<file path="src/rtl/cordic_pkg.sv">
package cordic_pkg;

  // Arctangent of 2^-k in binary angle units (32768 = pi), rounded.
  function automatic int atan_bam(input int k);
    case (k)
      0:  return 8192;
      1:  return 4836;
      2:  return 2555;
      3:  return 1297;
      4:  return 651;
      5:  return 326;
      6:  return 163;
      7:  return 81;
      8:  return 41;
      9:  return 20;
      10: return 10;
      11: return 5;
      12: return 3;
      13: return 1;
      14: return 1;
      default: return 0;
    endcase
  endfunction

  // Inverse CORDIC gain for 16 stages, Q15.
  localparam int GAIN_INV_Q15 = 19898;

endpackage

</file>
<file path="src/rtl/cordic_fold.sv">
module cordic_fold #(
  parameter int DW = 16
) (
  input  logic                 clk,
  input  logic                 rst,
  input  logic                 val_i,
  input  logic                 vec_i,
  input  logic signed [DW-1:0] x_i,
  input  logic signed [DW-1:0] y_i,
  input  logic signed [DW-1:0] z_i,
  output logic                 val_o,
  output logic                 vec_o,
  output logic                 flip_o,
  output logic signed [DW-1:0] x_o,
  output logic signed [DW-1:0] y_o,
  output logic signed [DW-1:0] z_o
);
  localparam logic signed [DW-1:0] QTR = DW'(1 << (DW-2));

  logic flip;

  // Rotation: angle beyond a quarter turn. Vectoring: left half-plane.
  always_comb begin
    if (vec_i) flip = x_i[DW-1];
    else       flip = (z_i > QTR) || (z_i < -QTR);
  end

  always_ff @(posedge clk) begin
    if (rst) val_o <= 1'b0;
    else     val_o <= val_i;
  end

  always_ff @(posedge clk) begin
    vec_o  <= vec_i;
    flip_o <= flip;
    if (vec_i && flip) begin
      x_o <= -x_i;
      y_o <= -y_i;
    end else begin
      x_o <= x_i;
      y_o <= y_i;
    end
    // Rotation fold: subtract a half turn, i.e. invert the angle MSB.
    if (!vec_i && flip) z_o <= {~z_i[DW-1], z_i[DW-2:0]};
    else                z_o <= z_i;
  end

  assert_fold_angle_R5: assert property (@(posedge clk) disable iff (rst)
    (val_o && !vec_o) |-> (z_o <= QTR && z_o >= -QTR));

  assert_fold_halfplane_R5: assert property (@(posedge clk) disable iff (rst)
    (val_o && vec_o) |-> !x_o[DW-1]);

endmodule

</file>
<file path="src/rtl/cordic_stage.sv">
module cordic_stage #(
  parameter int DW  = 16,
  parameter int IDX = 0
) (
  input  logic                 clk,
  input  logic                 rst,
  input  logic                 val_i,
  input  logic                 vec_i,
  input  logic                 flip_i,
  input  logic signed [DW-1:0] x_i,
  input  logic signed [DW-1:0] y_i,
  input  logic signed [DW-1:0] z_i,
  output logic                 val_o,
  output logic                 vec_o,
  output logic                 flip_o,
  output logic signed [DW-1:0] x_o,
  output logic signed [DW-1:0] y_o,
  output logic signed [DW-1:0] z_o
);
  localparam logic signed [DW-1:0] ANG = DW'(cordic_pkg::atan_bam(IDX));

  logic                 dir_pos;
  logic signed [DW-1:0] x_sh, y_sh;

  // Rotation drives z to zero, vectoring drives y to zero.
  always_comb begin
    dir_pos = vec_i ? y_i[DW-1] : ~z_i[DW-1];
    x_sh    = x_i >>> IDX;
    y_sh    = y_i >>> IDX;
  end

  always_ff @(posedge clk) begin
    if (rst) val_o <= 1'b0;
    else     val_o <= val_i;
  end

  always_ff @(posedge clk) begin
    vec_o  <= vec_i;
    flip_o <= flip_i;
    if (dir_pos) begin
      x_o <= x_i - y_sh;
      y_o <= y_i + x_sh;
      z_o <= z_i - ANG;
    end else begin
      x_o <= x_i + y_sh;
      y_o <= y_i - x_sh;
      z_o <= z_i + ANG;
    end
  end

  assert_valid_step_R6: assert property (@(posedge clk) disable iff (rst)
    !$past(rst) |-> (val_o == $past(val_i)));

  assert_mode_carry_R9: assert property (@(posedge clk) disable iff (rst)
    val_o |-> (vec_o == $past(vec_i) && flip_o == $past(flip_i)));

endmodule

</file>
<file path="src/rtl/cordic_unfold.sv">
module cordic_unfold #(
  parameter int DW   = 16,
  parameter int GAIN = 19898
) (
  input  logic                 clk,
  input  logic                 rst,
  input  logic                 val_i,
  input  logic                 vec_i,
  input  logic                 flip_i,
  input  logic signed [DW-1:0] x_i,
  input  logic signed [DW-1:0] y_i,
  input  logic signed [DW-1:0] z_i,
  output logic                 val_o,
  output logic signed [DW-1:0] x_o,
  output logic signed [DW-1:0] y_o,
  output logic signed [DW-1:0] z_o
);
  localparam int                     PW   = 2 * DW;
  localparam logic signed [DW-1:0]   GK   = DW'(GAIN);
  localparam logic signed [PW-1:0]   HALF = PW'(1) <<< (DW-2);
  localparam logic signed [DW-1:0]   YTOL = DW'(16);
  localparam logic signed [DW-1:0]   ZTOL = DW'(8);

  logic signed [PW-1:0] px, py;
  logic signed [DW-1:0] sx, sy;
  logic                 vec_q;

  always_comb begin
    px = x_i * GK;
    py = y_i * GK;
    sx = DW'((px + HALF) >>> (DW-1));
    sy = DW'((py + HALF) >>> (DW-1));
  end

  always_ff @(posedge clk) begin
    if (rst) val_o <= 1'b0;
    else     val_o <= val_i;
  end

  always_ff @(posedge clk) begin
    vec_q <= vec_i;
    if (!vec_i && flip_i) begin
      x_o <= -sx;
      y_o <= -sy;
    end else begin
      x_o <= sx;
      y_o <= sy;
    end
    // Vectoring fold: add back the half turn removed at the input.
    if (vec_i && flip_i) z_o <= {~z_i[DW-1], z_i[DW-2:0]};
    else                 z_o <= z_i;
  end

  assert_vec_y_null_R3: assert property (@(posedge clk) disable iff (rst)
    (val_o && vec_q) |-> (y_o <= YTOL && y_o >= -YTOL));

  assert_rot_z_settle_R2: assert property (@(posedge clk) disable iff (rst)
    (val_o && !vec_q) |-> (z_o <= ZTOL && z_o >= -ZTOL));

endmodule

</file>
<file path="src/rtl/cordic_pipe.sv">
module cordic_pipe #(
  parameter int DW     = 16,
  parameter int STAGES = 16,
  parameter int GAIN   = cordic_pkg::GAIN_INV_Q15
) (
  input  logic                 clk,
  input  logic                 rst,
  input  logic                 in_valid,
  input  logic                 in_vector,
  input  logic signed [DW-1:0] in_x,
  input  logic signed [DW-1:0] in_y,
  input  logic signed [DW-1:0] in_z,
  output logic                 out_valid,
  output logic signed [DW-1:0] out_x,
  output logic signed [DW-1:0] out_y,
  output logic signed [DW-1:0] out_z
);
  logic                 val_c  [0:STAGES];
  logic                 vec_c  [0:STAGES];
  logic                 flip_c [0:STAGES];
  logic signed [DW-1:0] x_c    [0:STAGES];
  logic signed [DW-1:0] y_c    [0:STAGES];
  logic signed [DW-1:0] z_c    [0:STAGES];

  cordic_fold #(.DW(DW)) u_fold (
    .clk(clk), .rst(rst),
    .val_i(in_valid), .vec_i(in_vector),
    .x_i(in_x), .y_i(in_y), .z_i(in_z),
    .val_o(val_c[0]), .vec_o(vec_c[0]), .flip_o(flip_c[0]),
    .x_o(x_c[0]), .y_o(y_c[0]), .z_o(z_c[0])
  );

  for (genvar k = 0; k < STAGES; k++) begin : g_stage
    cordic_stage #(.DW(DW), .IDX(k)) u_stage (
      .clk(clk), .rst(rst),
      .val_i(val_c[k]), .vec_i(vec_c[k]), .flip_i(flip_c[k]),
      .x_i(x_c[k]), .y_i(y_c[k]), .z_i(z_c[k]),
      .val_o(val_c[k+1]), .vec_o(vec_c[k+1]), .flip_o(flip_c[k+1]),
      .x_o(x_c[k+1]), .y_o(y_c[k+1]), .z_o(z_c[k+1])
    );
  end

  cordic_unfold #(.DW(DW), .GAIN(GAIN)) u_unfold (
    .clk(clk), .rst(rst),
    .val_i(val_c[STAGES]), .vec_i(vec_c[STAGES]), .flip_i(flip_c[STAGES]),
    .x_i(x_c[STAGES]), .y_i(y_c[STAGES]), .z_i(z_c[STAGES]),
    .val_o(out_valid), .x_o(out_x), .y_o(out_y), .z_o(out_z)
  );

  assert_reset_quiet_R8: assert property (@(posedge clk)
    $past(rst) |-> !out_valid);

endmodule

</file>
<file path="config.mk">
export PLATFORM = sky130hd
export DESIGN_NAME = cordic_pipe
export DESIGN_NICKNAME = d
export VERILOG_FILES = /design/src/rtl/cordic_pkg.sv /design/src/rtl/cordic_fold.sv /design/src/rtl/cordic_stage.sv /design/src/rtl/cordic_unfold.sv /design/src/rtl/cordic_pipe.sv
export SDC_FILE = /design/constraint.sdc
export NUM_CORES = 2
export LEC_CHECK = 0
export ABC_AREA = 0
export CAP_MARGIN = 20
export CORE_MARGIN = 3
export CORE_UTILIZATION = 60
export CTS_CLUSTER_DIAMETER = 120
export DETAILED_ROUTE_END_ITERATION = 7
export DONT_BUFFER_PORTS = 1
export PLACE_DENSITY = 0.76
export REMOVE_ABC_BUFFERS = 1
export SETUP_SLACK_MARGIN = 0.2
export SYNTH_ARGS = -nofsm -noshare
export SYNTH_HDL_FRONTEND = slang
export SYNTH_SLANG_ARGS = --single-unit
</file>
<file path="constraint.sdc">
create_clock -name clk -period 13.75 [get_ports clk]
set_input_delay 4.125 -clock clk [delete_from_list [all_inputs] [get_ports clk]]
set_output_delay 4.125 -clock clk [all_outputs]
set_load 0.05 [all_outputs]
</file>
[Yosys cells after proc, flatten, opt, wreduce, memory -nomap -nowiden]
Cells that the tools add are included.
Word-level totals
  input port bits: 52
  output and inout bits: 49
  bits in registers: 916
  logic and storage cells: 304
Operators by class
  multiply operators: 2
  bitwise logic cells: 18
  multiplexer cells: 70
  reductions and logical operators: 7
  $add $sub $neg: 99
  magnitude comparators: 2
Operator list (count)
  $mux 16: 53
  $neg 16->16: 4
  $add 31x16->31 const B: 2
  $mul 16x15->30 const B: 2
  $add 16x1->16: 2
  $add 16x10->16: 2
  $add 16x11->16: 2
  $add 16x12->16: 2
  $add 16x13->16: 2
  $add 16x14->16: 2
  $add 16x15->16: 2
  $add 16x2->16: 2
  $add 16x2->16 const B: 2
  $add 16x3->16: 2
  $add 16x4->16: 2
  $add 16x5->16: 2
  $add 16x6->16: 2
  $add 16x7->16: 2
  $add 16x8->16: 2
  $add 16x9->16: 2
  $sub 16x1->16: 2
  $sub 16x10->16: 2
  $sub 16x11->16: 2
  $sub 16x12->16: 2
  47 further kinds: 97

[Longest topological paths before layout]
  depth after elaboration: 5
  gate-level depth with buffers: 28
  gate-level depth less buffers: 27

[Cells and area by module]
From an unflattened synthesis, not the netlist that was laid out.
Unflattened totals
  cells, all modules: 8201
  area total of the unflattened synthesis: 72368.2 um^2
By module, submodules not included
  cordic_unfold: instances 1, area an instance 13485.4 um^2, sequential area each 980.9 um^2, cells an instance 1489
  cordic_stage at g_stage[2].u_stage: instances 1, area an instance 3936.3 um^2, sequential area each 1021.0 um^2, cells an instance 474
  cordic_stage at g_stage[4].u_stage: instances 1, area an instance 3794.9 um^2, sequential area each 1021.0 um^2, cells an instance 447
  cordic_stage at g_stage[11].u_stage: instances 1, area an instance 3723.6 um^2, sequential area each 1021.0 um^2, cells an instance 427
  cordic_stage at g_stage[3].u_stage: instances 1, area an instance 3712.3 um^2, sequential area each 1021.0 um^2, cells an instance 429
  cordic_stage at g_stage[8].u_stage: instances 1, area an instance 3671.0 um^2, sequential area each 1021.0 um^2, cells an instance 426
  cordic_stage at g_stage[6].u_stage: instances 1, area an instance 3669.8 um^2, sequential area each 1021.0 um^2, cells an instance 430
  cordic_stage at g_stage[5].u_stage: instances 1, area an instance 3644.7 um^2, sequential area each 1021.0 um^2, cells an instance 401
  cordic_stage at g_stage[1].u_stage: instances 1, area an instance 3623.5 um^2, sequential area each 1021.0 um^2, cells an instance 410
  cordic_stage at g_stage[14].u_stage: instances 1, area an instance 3604.7 um^2, sequential area each 1021.0 um^2, cells an instance 430
  cordic_stage at g_stage[13].u_stage: instances 1, area an instance 3602.2 um^2, sequential area each 1021.0 um^2, cells an instance 415
  cordic_stage at g_stage[7].u_stage: instances 1, area an instance 3598.5 um^2, sequential area each 1021.0 um^2, cells an instance 404
  cordic_stage at g_stage[12].u_stage: instances 1, area an instance 3572.2 um^2, sequential area each 1021.0 um^2, cells an instance 407
  cordic_stage at g_stage[10].u_stage: instances 1, area an instance 3567.2 um^2, sequential area each 1021.0 um^2, cells an instance 406
  +4 rows

[Least setup slack after synthesis]
OpenSTA, ideal clock, no wires.
  kind: flip-flop to flip-flop
  from: register g_stage[15].u_stage.x_o[15]
  to: register u_unfold.x_o[15]
  arrival time: 6755 ps
  slack: 6874 ps
  stages on the path, launching flop included: 23
  path buffers: 1
  library setup time: 121 ps
  cell sequence: dfxtp_1 -> ha_1 -> fa_1 -> inv_1 -> fa_1 -> fa_1 -> fa_1 -> inv_1 -> fa_1 -> inv_1 -> ha_1 -> clkbuf_1 -> a21oi_1 -> o21ai_0 -> o41ai_2 -> xnor2_1 -> nand2_1 -> or4_4 -> or4_1 -> nand3_1 -> xnor2_1 -> a31oi_1 -> xnor2_1
On the way
  cells in the longest elaborated chain, start to end: 4
RTL lines
  start: declaration: RTL line cordic_stage.sv:16  | output logic signed [DW-1:0] x_o,
  start signal: assignment: RTL line cordic_stage.sv:41  | x_o <= x_i - y_sh;
  start signal: assignment: RTL line cordic_stage.sv:45  | x_o <= x_i + y_sh;
  $mul 16x15->30 *: RTL line cordic_unfold.sv:29  | px = x_i * GK;
  $add 31x16->31 *: RTL line cordic_unfold.sv:31  | sx = DW'((px + HALF) >>> (DW-1));
  $neg 16->16: RTL line cordic_unfold.sv:43  | x_o <= -sx;
  $mux 16 *: RTL line cordic_unfold.sv:42  | if (!vec_i && flip_i) begin
  end signal: assignment: RTL line cordic_unfold.sv:43
  end: declaration: RTL line cordic_unfold.sv:14  | output logic signed [DW-1:0] x_o,
Every way passes the cells marked *; elsewhere a longest branch is shown, timed or not.
A chain may end at the register's enable or synchronous reset.

[Worst setup path in the final report]
Ends and elaborated chain as after synthesis.

==> impl_metrics.toml <==
[clocking]
path_clk_slew_ps = 60
numCtsBuffers = 98
cts_htree_levels = 3
cts_tree = "built"
root_buffer = "clkbuf_16"
clockBufferDepth = 3
clock-sinks = 915
post_cts_buffers = 0
post_cts_resized = 0
cts_hold_buffers = 0
clock_latency_ps = 680

[critical_path]
crit_fanout = 14
crit_path_frequent_cell = "fa_1"
rrSetupSlack_ps = 6100
endpoint_kind = "register"
required_ps = 14300
worstSetupPathType = "reg -> reg"
crit_chain = "ha_1 -> fa_1 -> inv_1 -> fa_1 -> fa_1 -> fa_1 -> inv_1 -> fa_1 -> inv_1 -> ha_1 -> a21oi_1 -> o21ai_0 -> o41ai_2 -> xnor2_1 -> nand2_1 -> or4_4 -> nor4_2 -> xnor2_1 -> and4_1 -> a31oi_1 -> xnor2_1"
crit_buf_inv = 3
cpMaxStageDelayCell = "dfxtp_1"
cp_data_arrival_time_ps = 8200
cp-start-kind = "register"
max_stage_delay_ps = 700
cp_top_family = "adder cells"

[synthesis]
synth_compound_area_share_pct = 16.24
synth-simple-area-share_pct = 10.75
synth_edf_count = 0
synth_ff_type = "dfxtp_1"
synth_top_family_by_area = "adder cells"
synthAdderAreaFrac_pct = 26.19
synth_async_sr_flop_share_pct = 0
yosys.area.top_type = "dfxtp_1"
ys_ff_latch = 915
yosysWarningCount = 0
ys_types = 100
ys_top_cells_by_area = "dfxtp_1, ha_1, xnor2_1"
synthXorXnorAreaFrac_pct = 12.50
netlist.area_leader.share_pct = 28.36
yosysSeqAreaShare_pct = 28.36
syn_inst = 7174
syn_area_um2 = 64590
synth_mux_area_share_pct = 0.5734
syn_avg_cell_area_um2 = 9.003

[finish]
num-fill-cells = 8534
final_common_cell = "ha_1"
nNetsFinal = 8490
instances_no_fill = 8692
diodes = 0
flow.area_growth_from_synthesis_pct = 7.801
fin_area_um2 = 69630
drive_above_1_share_pct = 3.452
layout_common_cells = "ha_1, dfxtp_1, inv_1"

[sta]
hold_viol_final = 0
fin_tns_setup_ps = 0
setup_viol = 0
finClkSkew_ps = 30.77
slew_viol_final = 0
worst_pin_slew_ps = 989.9
post-route-min-period_ps = 7650
max_freq_ghz = 0.1307
min_period_over_period_pct = 55.64
slew_headroom_pct = 34.00
rsz0062_at_grt = "no"

[die]
rows = 119
ios = 101
fp.dieArea_um2 = 111600
die_width_um = 334.1
start_util_pct = 60.92
die-height_um = 334.1
core-area_um2 = 106000

[routing]
wl_met2_um = 66370
ant_nets = 0
wl_per_cell_um = 15.80
met1_length_um = 61880
routed.top_layer = "met4"
via_per_inst = 5.530
routed_wl_um = 137300
drc = 0
vias = 48071
drt_iter0_markers = 2580
dr_wl_met3_um = 4782
drtPass1Iterations = 6

[place]
dp.final_hpwl_um = 110700
port_buffers = 0
dp.cells = 8514
dpl_cell_area_um2 = 66200
gp_congestion = 0.9046

[global_routing]
grt_overflow = 0
grt_pass1_wl_um = 230200
antenna_found_initial = 1
grt_use_total_pct = 24.55
grt_pass1_vias = 47664
grt_max_degree = 36

[run]
cap_violations = 0

[outcome]
status = "complete, no violations"

[worst_hold_path]
worstHoldPathType = "reg -> reg"
==> state kept, by name, summed over array words and instances (netlist names) <==
| signal | cells |
|---|---|
| g_stage.u_stage.x_o | 256 |
| u_unfold.x_o | 16 |
| u_fold.vec_o | 1 |
| u_unfold.y_o | 16 |
| u_unfold.z_o | 16 |
| u_fold.flip_o | 1 |
| u_unfold.val_o | 1 |
| u_fold.z_o | 16 |
| g_stage.u_stage.z_o | 256 |
| g_stage.u_stage.vec_o | 16 |
| u_fold.val_o | 1 |
| u_fold.y_o | 16 |
| g_stage.u_stage.val_o | 16 |
| u_fold.x_o | 16 |
| g_stage.u_stage.y_o | 255 |
| g_stage.u_stage.flip_o | 16 |
==> stage by stage <==
| stage | setup WS (ps) | hold slack (ps) | util (%) |
|---|---|---|---|
| final | 6100 | 324.6 | 65.68 |
| after global routing | 5577 | 327.3 | 65.68 |
| after CTS | 6089 | 325.1 | 65.68 |
| after detailed placement | 6097 | 312.1 | 62.44 |
| after global placement | 6070 | 310.0 | 62.44 |
| after floorplan | 6921 | 309.6 | - |
==> cells by family after synthesis <==
kind of cell | after synthesis
adder cells (fa/ha/maj) | 1215
AND/OR/NAND/NOR | 1484
XOR/XNOR | 917
buffers and inverters | 919
flip-flops | 915
AO/OA/AOI/OAI | 1688
multiplexers | 36
==> cells in the mapped netlist, types with 25 or more instances <==
library cell	number
nor4_1	26
inv_1	840
clkbuf_1	56
dfxtp_1	915
o41ai_1	45
xnor2_1	656
o31ai_1	32
nor2b_1	120
o21a_1	41
o21ai_0	374
o21bai_1	162
a21boi_0	73
and3_1	30
nor3_1	126
a21oi_1	597
nand2b_1	50
nand3_1	100
nor2_1	441
a21o_1	166
xor2_1	258
nand2_1	447
fa_1	228
or3_1	42
o2111ai_1	25
mux2i_1	28
ha_1	987
==> worst paths after layout <==
kind | depth (start not counted) | start | to
worst max-delay path | 21 | g_stage[15].u_stage.x_o[15] | u_unfold.x_o[15]
worst min-delay path | 0 | u_fold.z_o[3] | g_stage[0].u_stage.z_o[3]
worst max register to register | 21 | g_stage[15].u_stage.x_o[15] | u_unfold.x_o[15]
worst min register to register | 0 | u_fold.z_o[3] | g_stage[0].u_stage.z_o[3]
==> routing by layer <==
metal	vias to the layer above	global-route usage [%]
met4	0	7.434
met5	-	0
met2	878	43.93
met3	252	2.695
li1	24517	-
met1	22424	31.12
==> area by class of cell <==
type | instances | area (um2) | share of cell area, %
multi-input combinational | 5340 | 42810 | 61.49
sequential | 915 | 18320 | 26.31
inverter | 849 | 3187 | 4.577
clock buffer | 136 | 2887 | 4.146
tap | 1391 | 1740 | 2.500
clock inverter | 42 | 541.8 | 0.7781
timing repair buffer | 19 | 142.6 | 0.2049
Power is left out: the tool's default activity adds up to more than one toggle a clock period on the data nets, which glitch-free logic cannot reach.
